[src/rtl/ide_win_pkg.sv]
package ide_win_pkg;

    localparam int WORD_W = 32;
    localparam logic [WORD_W-1:0] ALL_ONES = '1;

    localparam logic [2:0] SZ_BYTE = 3'd1;
    localparam logic [2:0] SZ_HALF = 3'd2;
    localparam logic [2:0] SZ_WORD = 3'd4;

    localparam logic [1:0] DSEL_DATA = 2'd0;
    localparam logic [1:0] DSEL_TASK = 2'd1;
    localparam logic [1:0] DSEL_CTRL = 2'd2;

    typedef enum logic [2:0] {
        TGT_NONE,
        TGT_DATA,
        TGT_TASK,
        TGT_CTRL,
        TGT_TIMING,
        TGT_IRQ
    } tgt_e;

    typedef enum logic [1:0] {
        ST_IDLE,
        ST_RD_ACK,
        ST_WR_ACK
    } ack_state_e;

    function automatic logic [WORD_W-1:0] lane_mask(input logic [2:0] sz);
        logic [WORD_W-1:0] m;
        unique case (sz)
            SZ_BYTE: m = 32'h0000_00FF;
            SZ_HALF: m = 32'h0000_FFFF;
            SZ_WORD: m = 32'hFFFF_FFFF;
            default: m = '0;
        endcase
        return m;
    endfunction

endpackage

[src/rtl/ide_win_decode.sv]
module ide_win_decode
    import ide_win_pkg::*;
#(
    parameter int ADDR_W     = 12,
    parameter int IDX_LSB    = 4,
    parameter int IDX_DATA   = 0,
    parameter int IDX_TF_LO  = 1,
    parameter int IDX_TF_HI  = 7,
    parameter int IDX_CTRL_A = 8,
    parameter int IDX_CTRL_B = 22,
    parameter int IDX_TIMING = 32,
    parameter int IDX_IRQ    = 48
) (
    input  logic [ADDR_W-1:0] addr,
    input  logic [2:0]        size,
    output tgt_e              tgt,
    output logic [2:0]        tf_reg
);
    localparam int IDX_W = ADDR_W - IDX_LSB;

    logic [IDX_W-1:0] idx;
    int               idx_i;

    always_comb begin
        idx    = addr[ADDR_W-1:IDX_LSB];
        idx_i  = int'(idx);
        tgt    = TGT_NONE;
        tf_reg = 3'd0;
        if (idx_i == IDX_DATA) begin
            if (size == SZ_HALF || size == SZ_WORD) tgt = TGT_DATA;
        end else if (idx_i >= IDX_TF_LO && idx_i <= IDX_TF_HI) begin
            if (size == SZ_BYTE) begin
                tgt    = TGT_TASK;
                tf_reg = idx[2:0];
            end
        end else if (idx_i == IDX_CTRL_A || idx_i == IDX_CTRL_B) begin
            if (size == SZ_BYTE) tgt = TGT_CTRL;
        end else if (idx_i == IDX_TIMING) begin
            if (size == SZ_WORD) tgt = TGT_TIMING;
        end else if (idx_i == IDX_IRQ) begin
            if (size == SZ_WORD) tgt = TGT_IRQ;
        end
    end

endmodule

[src/rtl/ide_win_irq.sv]
module ide_win_irq
    import ide_win_pkg::*;
#(
    parameter int                 NUM_IRQ  = 2,
    parameter logic [NUM_IRQ-1:0] CLR_MASK = 2'b01
) (
    input  logic               clk,
    input  logic               rst_n,
    input  logic [NUM_IRQ-1:0] lvl,
    input  logic               clr_req,
    output logic [WORD_W-1:0]  word
);
    logic [NUM_IRQ-1:0] prev_q;
    logic [NUM_IRQ-1:0] bit_q;
    logic [NUM_IRQ-1:0] bit_d;

    always_comb begin
        bit_d = bit_q;
        for (int n = 0; n < NUM_IRQ; n++) begin
            if (lvl[n] && !prev_q[n])      bit_d[n] = 1'b1;
            else if (!lvl[n] && prev_q[n]) bit_d[n] = 1'b0;
            else if (CLR_MASK[n] && clr_req) bit_d[n] = 1'b0;
        end
    end

    always_ff @(posedge clk) begin
        if (!rst_n) begin
            prev_q <= '0;
            bit_q  <= '0;
        end else begin
            prev_q <= lvl;
            bit_q  <= bit_d;
        end
    end

    // Line n sits at bit (WORD_W-1-n), counting down from the top.
    always_comb begin
        word = '0;
        for (int n = 0; n < NUM_IRQ; n++) word[WORD_W-1-n] = bit_q[n];
    end

endmodule

[src/rtl/ide_reg_window.sv]
module ide_reg_window
    import ide_win_pkg::*;
#(
    parameter int ADDR_W     = 12,
    parameter int IDX_LSB    = 4,
    parameter int IDX_DATA   = 0,
    parameter int IDX_TF_LO  = 1,
    parameter int IDX_TF_HI  = 7,
    parameter int IDX_CTRL_A = 8,
    parameter int IDX_CTRL_B = 22,
    parameter int IDX_TIMING = 32,
    parameter int IDX_IRQ    = 48
) (
    input  logic              clk,
    input  logic              rst_n,
    input  logic              acc_valid,
    input  logic              acc_we,
    input  logic [ADDR_W-1:0] acc_addr,
    input  logic [2:0]        acc_size,
    input  logic [31:0]       acc_wdata,
    output logic              acc_done,
    output logic [31:0]       acc_rdata,
    output logic              drv_valid,
    output logic              drv_we,
    output logic [1:0]        drv_sel,
    output logic [2:0]        drv_reg,
    output logic [2:0]        drv_size,
    output logic [31:0]       drv_wdata,
    input  logic [31:0]       drv_rdata,
    input  logic              dma_irq_in,
    input  logic              disk_irq_in,
    output logic              dma_irq_out,
    output logic              disk_irq_out
);
    localparam int NUM_IRQ = 2;

    tgt_e              tgt;
    logic [2:0]        tf_reg;
    logic [WORD_W-1:0] timing_q;
    logic [WORD_W-1:0] irq_word;
    logic [WORD_W-1:0] rd_mux;
    logic [WORD_W-1:0] rdata_q;
    logic [WORD_W-1:0] lane;
    logic              clr_req;
    ack_state_e        state_q;
    ack_state_e        state_d;

    ide_win_decode #(
        .ADDR_W(ADDR_W), .IDX_LSB(IDX_LSB), .IDX_DATA(IDX_DATA),
        .IDX_TF_LO(IDX_TF_LO), .IDX_TF_HI(IDX_TF_HI),
        .IDX_CTRL_A(IDX_CTRL_A), .IDX_CTRL_B(IDX_CTRL_B),
        .IDX_TIMING(IDX_TIMING), .IDX_IRQ(IDX_IRQ)
    ) i_decode (
        .addr   (acc_addr),
        .size   (acc_size),
        .tgt    (tgt),
        .tf_reg (tf_reg)
    );

    assign clr_req = acc_valid && acc_we && (tgt == TGT_IRQ) && acc_wdata[WORD_W-1];

    ide_win_irq #(
        .NUM_IRQ  (NUM_IRQ),
        .CLR_MASK (2'b01)
    ) i_irq (
        .clk     (clk),
        .rst_n   (rst_n),
        .lvl     ({disk_irq_in, dma_irq_in}),
        .clr_req (clr_req),
        .word    (irq_word)
    );

    assign dma_irq_out  = dma_irq_in;
    assign disk_irq_out = disk_irq_in;

    // Drive-side forwarding
    always_comb begin
        lane      = lane_mask(acc_size);
        drv_valid = 1'b0;
        drv_sel   = DSEL_DATA;
        drv_reg   = 3'd0;
        unique case (tgt)
            TGT_DATA: drv_valid = acc_valid;
            TGT_TASK: begin
                drv_valid = acc_valid;
                drv_sel   = DSEL_TASK;
                drv_reg   = tf_reg;
            end
            TGT_CTRL: begin
                drv_valid = acc_valid;
                drv_sel   = DSEL_CTRL;
            end
            default: drv_valid = 1'b0;
        endcase
        drv_we    = acc_we;
        drv_size  = acc_size;
        drv_wdata = acc_wdata & lane;
    end

    // Read selection
    always_comb begin
        unique case (tgt)
            TGT_DATA, TGT_TASK, TGT_CTRL: rd_mux = drv_rdata & lane;
            TGT_TIMING:                   rd_mux = timing_q;
            TGT_IRQ:                      rd_mux = irq_word;
            default:                      rd_mux = ALL_ONES;
        endcase
    end

    always_ff @(posedge clk) begin
        if (!rst_n) begin
            timing_q <= '0;
            rdata_q  <= '0;
        end else begin
            if (acc_valid && acc_we && tgt == TGT_TIMING) timing_q <= acc_wdata;
            if (acc_valid && !acc_we)                     rdata_q  <= rd_mux;
        end
    end

    // Acknowledge state machine: state register
    always_ff @(posedge clk) begin
        if (!rst_n) state_q <= ST_IDLE;
        else        state_q <= state_d;
    end

    // Acknowledge state machine: next state
    always_comb begin
        unique case (state_q)
            ST_IDLE, ST_RD_ACK, ST_WR_ACK: begin
                if (!acc_valid)  state_d = ST_IDLE;
                else if (acc_we) state_d = ST_WR_ACK;
                else             state_d = ST_RD_ACK;
            end
            default: state_d = ST_IDLE;
        endcase
    end

    // Acknowledge state machine: outputs
    always_comb begin
        acc_done  = 1'b0;
        acc_rdata = '0;
        unique case (state_q)
            ST_RD_ACK: begin
                acc_done  = 1'b1;
                acc_rdata = rdata_q;
            end
            ST_WR_ACK: acc_done = 1'b1;
            default:   acc_done = 1'b0;
        endcase
    end

endmodule

[config.mk]
export PLATFORM = sky130hd
export DESIGN_NAME = ide_reg_window
export DESIGN_NICKNAME = d
export VERILOG_FILES = /design/src/rtl/ide_win_pkg.sv /design/src/rtl/ide_win_decode.sv /design/src/rtl/ide_win_irq.sv /design/src/rtl/ide_reg_window.sv
export SDC_FILE = /design/constraint.sdc
export NUM_CORES = 1
export LEC_CHECK = 0
export BUFFER_PORTS_ARGS = -buffer_cell sky130_fd_sc_hd__buf_2
export CAP_MARGIN = 20
export CORE_ASPECT_RATIO = 0.75
export CORE_MARGIN = 1
export CORE_UTILIZATION = 48
export DETAILED_ROUTE_END_ITERATION = 8
export PLACE_DENSITY = 0.92
export SKIP_CTS_REPAIR_TIMING = 1
export SYNTH_ARGS = -nofsm -noshare
export SYNTH_HDL_FRONTEND = slang
export SYNTH_SLANG_ARGS = --single-unit
[constraint.sdc]
create_clock -name clk -period 2.47 [get_ports clk]
set_clock_uncertainty 0.1 [all_clocks]
set_input_delay 0.1235 -clock clk [delete_from_list [all_inputs] [get_ports clk]]
set_output_delay 0.1235 -clock clk [all_outputs]
set_load 0.03 [all_outputs]
# == After elaboration in Yosys (flattened, before gate mapping) ==
# Index checks and enable logic that the tools add are counted.
# word_totals
word_cells,75
out_inout_bits,77
inputBits,85
ff_bits,70
# op_classes
n_eq_ne,14
order_cmp,2
reduce_logical,25
n_bitwise,2
muxes,26
# op_table
cell,n
$pmux 32 s3,2
$and 32x32->32,2
$mux 3,11
$mux 32,1
$eq 8x7->1 const B,2
$logic_and 1x1->1,10
$eq 3x2->1 const B,3
$eq 3x3->1 const B,3
$eq 8x5->1 const B,1
$eq 8x6->1 const B,1
$ge 8x1->1 const B,1
$le 8x3->1 const B,1
$logic_not 8->1,1
$mux 1,8
$eq 3x1->1 const B,2
$mux 2,3
$reduce_or 3->1,2
$logic_not 1->1,5
$pmux 2 s2,1
$reduce_and 3->1,1
$reduce_bool 3->1,1
$eq 2x1->1 const B,1
$eq 2x2->1 const B,1
$logic_not 2->1,1
3 further kinds,4

# == Logic depth before layout (Yosys ltp) ==
# Gate-level depths: netlist of the first run.
# logic_depth
ltp_word,13
depth_mapped,9
ltp_nobuf,5

# == By module ==
# Synthesis of the first run repeated with hierarchy kept, for this count alone.
# hier_totals
cells_unflattened,521
area_unflattened_um2,4394.2
# modules_own_cells
mod,seq_area_each_um2,cells_per_inst,area_each_um2,n_inst
ide_reg_window,1321.3,454,3831.2,1
ide_win_irq,80.1,45,389.1,1
ide_win_decode,0.0,22,173.9,1

# == Worst setup path after synthesis of the first run ==
# Ideal clock, no wire load.
# synth_path
path_kind,input -> register
start,input port acc_addr[5]
end,register rdata_q[31]
path_buffers,1
setup_time_ns,0.120
path_stages,6
setup_slack_ns,0.309
t_arrival_ns,1.941
required_time_ns,2.250
cell_sequence,or4b_1 -> a211oi_2 -> mux2_2 -> o21a_2 -> buf_6 -> a21oi_1
# synth_via
elab_chain_cells,9
word_cells_on_any_way,21
classes_between,order compare (2); eq/ne (9); mux (6); reduce/logical (4)
# synth_lines
element,line,text
"start, declared",ide_reg_window.sv:18,"input logic [ADDR_W-1:0] acc_addr,"
$eq 8x7->1,ide_win_decode.sv:40,end else if (idx_i == IDX_IRQ) begin
$mux 3,ide_win_decode.sv:40,
$mux 3,ide_win_decode.sv:38,end else if (idx_i == IDX_TIMING) begin
$mux 3,ide_win_decode.sv:36,end else if (idx_i == IDX_CTRL_A || idx_i == IDX_CTRL_B) begin
$mux 3,ide_win_decode.sv:31,end else if (idx_i >= IDX_TF_LO && idx_i <= IDX_TF_HI) begin
$mux 3 (*),ide_win_decode.sv:29,if (idx_i == IDX_DATA) begin
$eq 3x1->1 / $eq 3x2->1 (equally long branches),ide_reg_window.sv:102,unique case (tgt)
$reduce_or 3->1 (no line),n/a,
$pmux 32 s3 (*),ide_reg_window.sv:102,
"end signal, assigned",ide_reg_window.sv:116,if (acc_valid && !acc_we) rdata_q <= rd_mux;
"end, declared",ide_reg_window.sv:42,logic [WORD_W-1:0] rdata_q;
# Every way passes the cells marked *; elsewhere a longest branch is shown, timed or not.
# A chain may end at the register's enable or synchronous reset.

# == Worst setup path in the final report of the first run ==
# layout_path
start,register state_q[0]
end,output port acc_rdata[25]
# layout_via
elab_chain_cells,2
# layout_lines
element,line,text
"start, declared",ide_reg_window.sv:45,ack_state_e state_q;
"start signal, assigned",ide_reg_window.sv:123,else state_q <= state_d;
$eq 2x1->1,ide_reg_window.sv:142,unique case (state_q)
$mux 32,ide_reg_window.sv:142,
"end, declared",ide_reg_window.sv:22,"output logic [31:0] acc_rdata,"
# No other way between the ends.

==> run metrics, run 1 <==
status=complete, but fails checks; failing checks=hold timing; Synth async-reset ratio=0%; number of synthesized flops with an enable pin=0; grt ovf=0; vias after detailed routing=4015; worst vdd ir=0.000293 V; cell row count=27; core area=7360 sq um; pwr dens=498 nW/um^2; Post-DRT Antenna Nets=0; Layout area overhead=41.4%; Net Switching=0.699 mW; Die Height=77.7 um; Final Util=70.5%; Fin Setup TNS=0 ps; nets@finish=724; Slew Viols, Final=0; DR pass1 iterations=5; Vias/cell=5.41; CTS root buffer=clkbuf_8; Die W=103 um; Sink Count=70; clock share of power=37.3%; switching share of power=27.0%; Startpoint Class=flip-flop; CTS max path bufs=2; Critical Path RT=2250 ps; yosys warns=0; Final Hold Vio Count=5; DP Wirelength=7.89 mm; Post-Syn Instances=441; initial antenna violation count=0; hold worst-path end=rdata_q[20]$_SDFFE_PN0P_; DRC Markers=0; r2r setup slk=1390 ps; I/O Buffers=157; clk_lat worst skew=340 ps; Worst-path clk slew=80 ps; min-delay src=drv_rdata[20]; Synth cell types=45; io pins=162; worst-margin pin slew=596 ps; synth cell count leaders=dfxtp_1 (70), and2_1 (69), nand2_1 (68); TritonCTS clock tree=built; 1st-iter DRT viols=205; CTS H-Tree Depth=3; critical setup path kind=reg2out; worst path arrival time=1780 ps; Fill cells=604; multi-input logic area=2030 sq um; min Tclk post-route=2000 ps; total power=2.59 mW; gr usage total=27.5%; hold depth=3; Starting Density=49.8%; drt total wl=11.6 mm; fmax=0.499 GHz; post-synthesis register bit count=70; Setup violations, final=0; Synth area leaders=dfxtp_1 (38%), and2_1 (12%), nand2_1 (7.0%), a21boi_1 (6.1%), o21ai_0 (3.5%); Logic pwr share=16.7%; leading area contributor after synthesis=dfxtp_1; Num CTS Buffers=9; Avg Cell Area, Syn=8.32 sq um; vias in the first global route=3617; first-pass GRT wire length=16.9 mm; largest net degree at the start of global routing=33; Crit Path Max Fanout=21; syn nets=529; Hold WC Path Type=in2reg; post-synthesis sequential area ratio=38.2%; Relative slew margins=60.0%; Sequential Power Share=45.9%; max_cap viols=0; RSZ-0062 raised after global routing=false; leak pwr=2.33 nW; share of the synthesized area in the top cell type=38.2%; FF-to-FF Start=i_irq.prev_q[1]$_SDFF_PN0_; worst reg2reg path depth=4; Internal Pwr Total=1.89 mW; Critical Path Sink Type=primary output; Seq. cell area=1400 sq um; Post-Syn Area=3670 sq um; count leader, synth=dfxtp_1; ant diodes=0; layout cells sized above 1=32.9%; ys flop type=dfxtp_1; Final period util=81.1%; Die ar.=8000 sq um; DR WL/cell=15.6 um; global placement routability congestion=0.819; hold_ws=-9.60 ps; R2R Path End=i_irq.bit_q[1]$_SDFFE_PN0P_
[area by class of cell]
class | instances | area share, %
clock inverters | 5 | 1.09
well taps | 101 | 2.44
repair buffers | 224 | 27.2
multi-input cells | 326 | 39.0
flip-flops and latches | 70 | 27.0
inverters | 5 | 0.362
clock buffers | 11 | 2.92
[power groups by stage]
stage,sequential (mW),clock [mW],combinational [mW]
6_report,1.19,0.965,0.432
5_1_grt,1.19,1.02,0.468
4_1_cts,1.19,0.970,0.370
3_5_place_dp,1.21,0,0.368
3_3_place_gp,1.21,0,0.357
2_1_floorplan,1.21,0,0.221
[sequential cells by signal, indices dropped and copies added, names as in the netlist]
name          flops
i_irq.bit_q       2
i_irq.prev_q      2
rdata_q          32
state_q           2
timing_q         32
[stage by stage]
stage               std cells  cell area, sq um  hold WS [ps]  worst slack [ps]
detailed placement        678              4500           248               317
CTS                       694              4710          -109               443
finish                    742              5190         -9.60               467
global route              742              5190         0.948               352
floorplan                 441              3670           145               309
global placement          678              4500           240               382
[routing by layer]
layer	track usage, %	part of all wire [%]	up-vias
met4	9.44	2.4	0
met5	0	0	-
li1	-	-	1918
met3	7.03	7.2	31
met1	34.8	41	1864
met2	45.3	49	202
[logic make-up (layout without fill, tap and decap cells)]
logic type,count (synthesis),in the layout,synth area share [%]
compound gates,135,135,25.5
xor+xnor,2,2,0.478
flops,70,70,38.2
fa+ha+maj,3,3,1.02
simple gates,182,182,26.7
mux,4,4,1.19
buf+inv,45,245,6.96
[critical path, cell delays in order (launching register included)]
cell	delay, ps
dfxtp_1	350
ha_1	410
buf_4	300
and2_1	170
buf_2	200
[how the worst max path moves through the flow]
stage,endpoint,cells after the start,start
after detailed placement,rdata_q[29]$_SDFFE_PN0P_,7,acc_size[0]
after CTS,acc_rdata[25],4,state_q[0]$_SDFF_PN0_
after global placement,rdata_q[7]$_SDFFE_PN0P_,6,acc_addr[11]
after floorplan,rdata_q[31]$_SDFFE_PN0P_,6,acc_addr[5]
after global routing,acc_rdata[26],4,state_q[0]$_SDFF_PN0_
final,acc_rdata[25],4,state_q[0]$_SDFF_PN0_
[cells in the final DEF, fill, tap and decap left out, types with 3 or more instances in the layout]
cell           netlist  final
mux2_2               3      3
ha_1                 3      3
o221a_2              6      6
o21ai_0             26     26
nand2b_1             3      3
o21a_1               3      3
o21bai_1             8      8
dlygate4sd3_1        0     48
o211ai_1             8      8
clkbuf_8             0     11
nor2_1              13     13
a21oi_1             20     20
buf_2                6    157
a31oi_1              9      9
buf_4               13     19
dfxtp_1             70     70
a21boi_1            30     30
a21boi_0             3      3
nor3_1              10     10
a32oi_1             14     14
and2_1              69     69
nand2_1             68     68
inv_1                5      5
Note: power is estimated with default switching activity, not from simulation.
==> run 2, diff against run 1 <==
==> constraint.sdc (replaced) <==
create_clock -name clk -period 1.9 [get_ports clk]
set_clock_uncertainty 0.1 [all_clocks]
set_input_delay 0.095 -clock clk [delete_from_list [all_inputs] [get_ports clk]]
set_output_delay 0.095 -clock clk [all_outputs]
set_load 0.03 [all_outputs]
==> run 2 against run 1 <==
Against the previous run:
- the run still ends with hold timing left
- setup slack got worse by 410 ps
- sequential power grew 30%
- first-iteration DRC count up 16%
- utilization increased by 4.0 points
- cell area increased by 5.6%
- sequential share of layout area shrank 1.4 points
- combinational power up 42%
- critical path depth increased by 2
==> run metrics, run 2 (same netlist as run 1, synthesis figures left out) <==
critical setup path kind=in2out; most frequent cells in the layout=buf_2 (157), dfxtp_1 (70), and2_1 (69); worst path arrival time=1650 ps (-130 ps); min Tclk post-route=1850 ps; status=complete, but fails checks; Final Util=74.4% (+4.0 points); Num CTS Buffers=9 (unchanged); worst-margin pin slew=417 ps (-179 ps); DRC Markers=0 (unchanged); Die ar.=8000 sq um (unchanged); layout cells sized above 1=34.4% (+1.5 points); Relative slew margins=72.2% (+12 points); gr usage total=27.9% (+0.40 points); I/O Buffers=157 (unchanged); Post-DP Area=4660 sq um (+3.6%); total power=3.62 mW (+40%); cell row count=27 (unchanged); DR pass1 iterations=5 (unchanged); Worst-path clk slew=70 ps (about the same); Vias/cell=5.46 (+0.85%); Starting Density=49.8% (unchanged); initial antenna violation count=0 (unchanged); largest net degree at the start of global routing=41 (+24%); drt total wl=12.1 mm (+4.5%); global placement routability congestion=0.859 (+4.9%); Regs by FF count=rdata_q: 32 flops, timing_q: 32 flops; core area=7360 sq um (unchanged); Final period util=97.2%; Setup violations, final=0 (unchanged); Crit Path Max Fanout=3 (-86%); nets@finish=746 (+3.0%); Critical Path Sink Type=primary output; Die Height=77.7 um (unchanged); Die W=103 um (unchanged); worst vdd ir=0.000455 V (+55%); pwr dens=661 nW/um^2 (+33%); io pins=162 (unchanged); CTS H-Tree Depth=3 (unchanged); CTS max path bufs=2 (unchanged); DP Wirelength=8.01 mm (+1.5%); first-pass GRT wire length=17.2 mm (+1.5%); hold_ws=-17.0 ps (-7.44 ps); Layout area overhead=49.4%; ant diodes=0 (unchanged); fmax=0.542 GHz; vias in the first global route=3691 (+2.0%); Post-DRT Antenna Nets=0 (unchanged); Hold WC Path Type=in2reg; RSZ-0062 raised after global routing=true; design area=5480 sq um (+5.6%); Startpoint Class=input pin; Slew Viols, Final=0 (unchanged); Critical Path RT=1700 ps (-550 ps); 1st-iter DRT viols=238 (+16%); CTS root buffer=clkbuf_8; Final Hold Vio Count=3 (-2); DR WL/cell=15.8 um (+1.5%); Sink Count=70 (unchanged); TritonCTS clock tree=built; clk_lat worst skew=340 ps (about the same); vias after detailed routing=4169 (+3.8%); max_cap viols=0 (unchanged); failing checks=hold timing; commonest non-fill, non-tap cell in the layout=buf_2; grt ovf=0 (unchanged); leak pwr=2.46 nW (+5.8%)
## run 2: changes by cell type in the layout (fill, tap and decap cells not counted), moves of 2 or more
cell,delta
dlygate4sd3_1,+8
buf_4,+12
clkinv_4,+2
clkbuf_8,-2
bufinv_16,+2
buf_12,+2
## run 2: worst paths after layout
| check | to | slack [ps] | cells after the start | start |
|---|---|---|---|---|
| worst max register to register | rdata_q[30]$_SDFFE_PN0P_ | 810 | 3 | timing_q[30]$_SDFFE_PN0P_ |
| worst max-delay path | drv_valid | 50 | 6 | acc_addr[11] |
| worst min-delay path | rdata_q[9]$_SDFFE_PN0P_ | -20 | 3 | drv_rdata[9] |
| worst min register to register | timing_q[10]$_SDFFE_PN0P_ | 350 | 2 | timing_q[10]$_SDFFE_PN0P_ |
## run 2: critical path, cell delays in order
cell	delay [ps]
buf_2	110
or3_1	390
nor3_1	330
mux2_4	370
o21a_1	180
buf_2	180
## run 2: power breakdown
group	internal [mW]	leakage (nW)	switching [mW]
Combinational	0.289	1.77	0.323
Clock	0.878	0.124	0.585
Sequential	1.52	0.573	0.0267
## run 2: stage by stage
step                TNS [ps]  std cells  worst slack (ps)  hold slack, ps
floorplan                  0        441              1.50             117
global placement           0        692              7.62             217
detailed placement      -881        692             -52.3             223
CTS                    -7040        708              -254            -123
global route           -3.03        764             -3.03            2.65
finish                     0        764              53.6           -17.0
## run 2: cell type report
| class | count | area (sq um) |
|---|---|---|
| multi-input cells | 326 | 2070 |
| well taps | 101 | 126 |
| inverters | 5 | 18.8 |
| repair buffers | 246 | 1620 |
| clock inverters | 7 | 121 |
| fillers | 556 | 1880 |
| clock buffers | 9 | 124 |
| flip-flops and latches | 70 | 1400 |
## run 2: metal layers
metal	up-vias	GRT usage, %	routed length [um]
li1	1964	-	-
met2	237	47.1	5900
met1	1937	35.3	4930
met5	-	0	0
met3	31	6.58	1020
met4	0	7.89	249
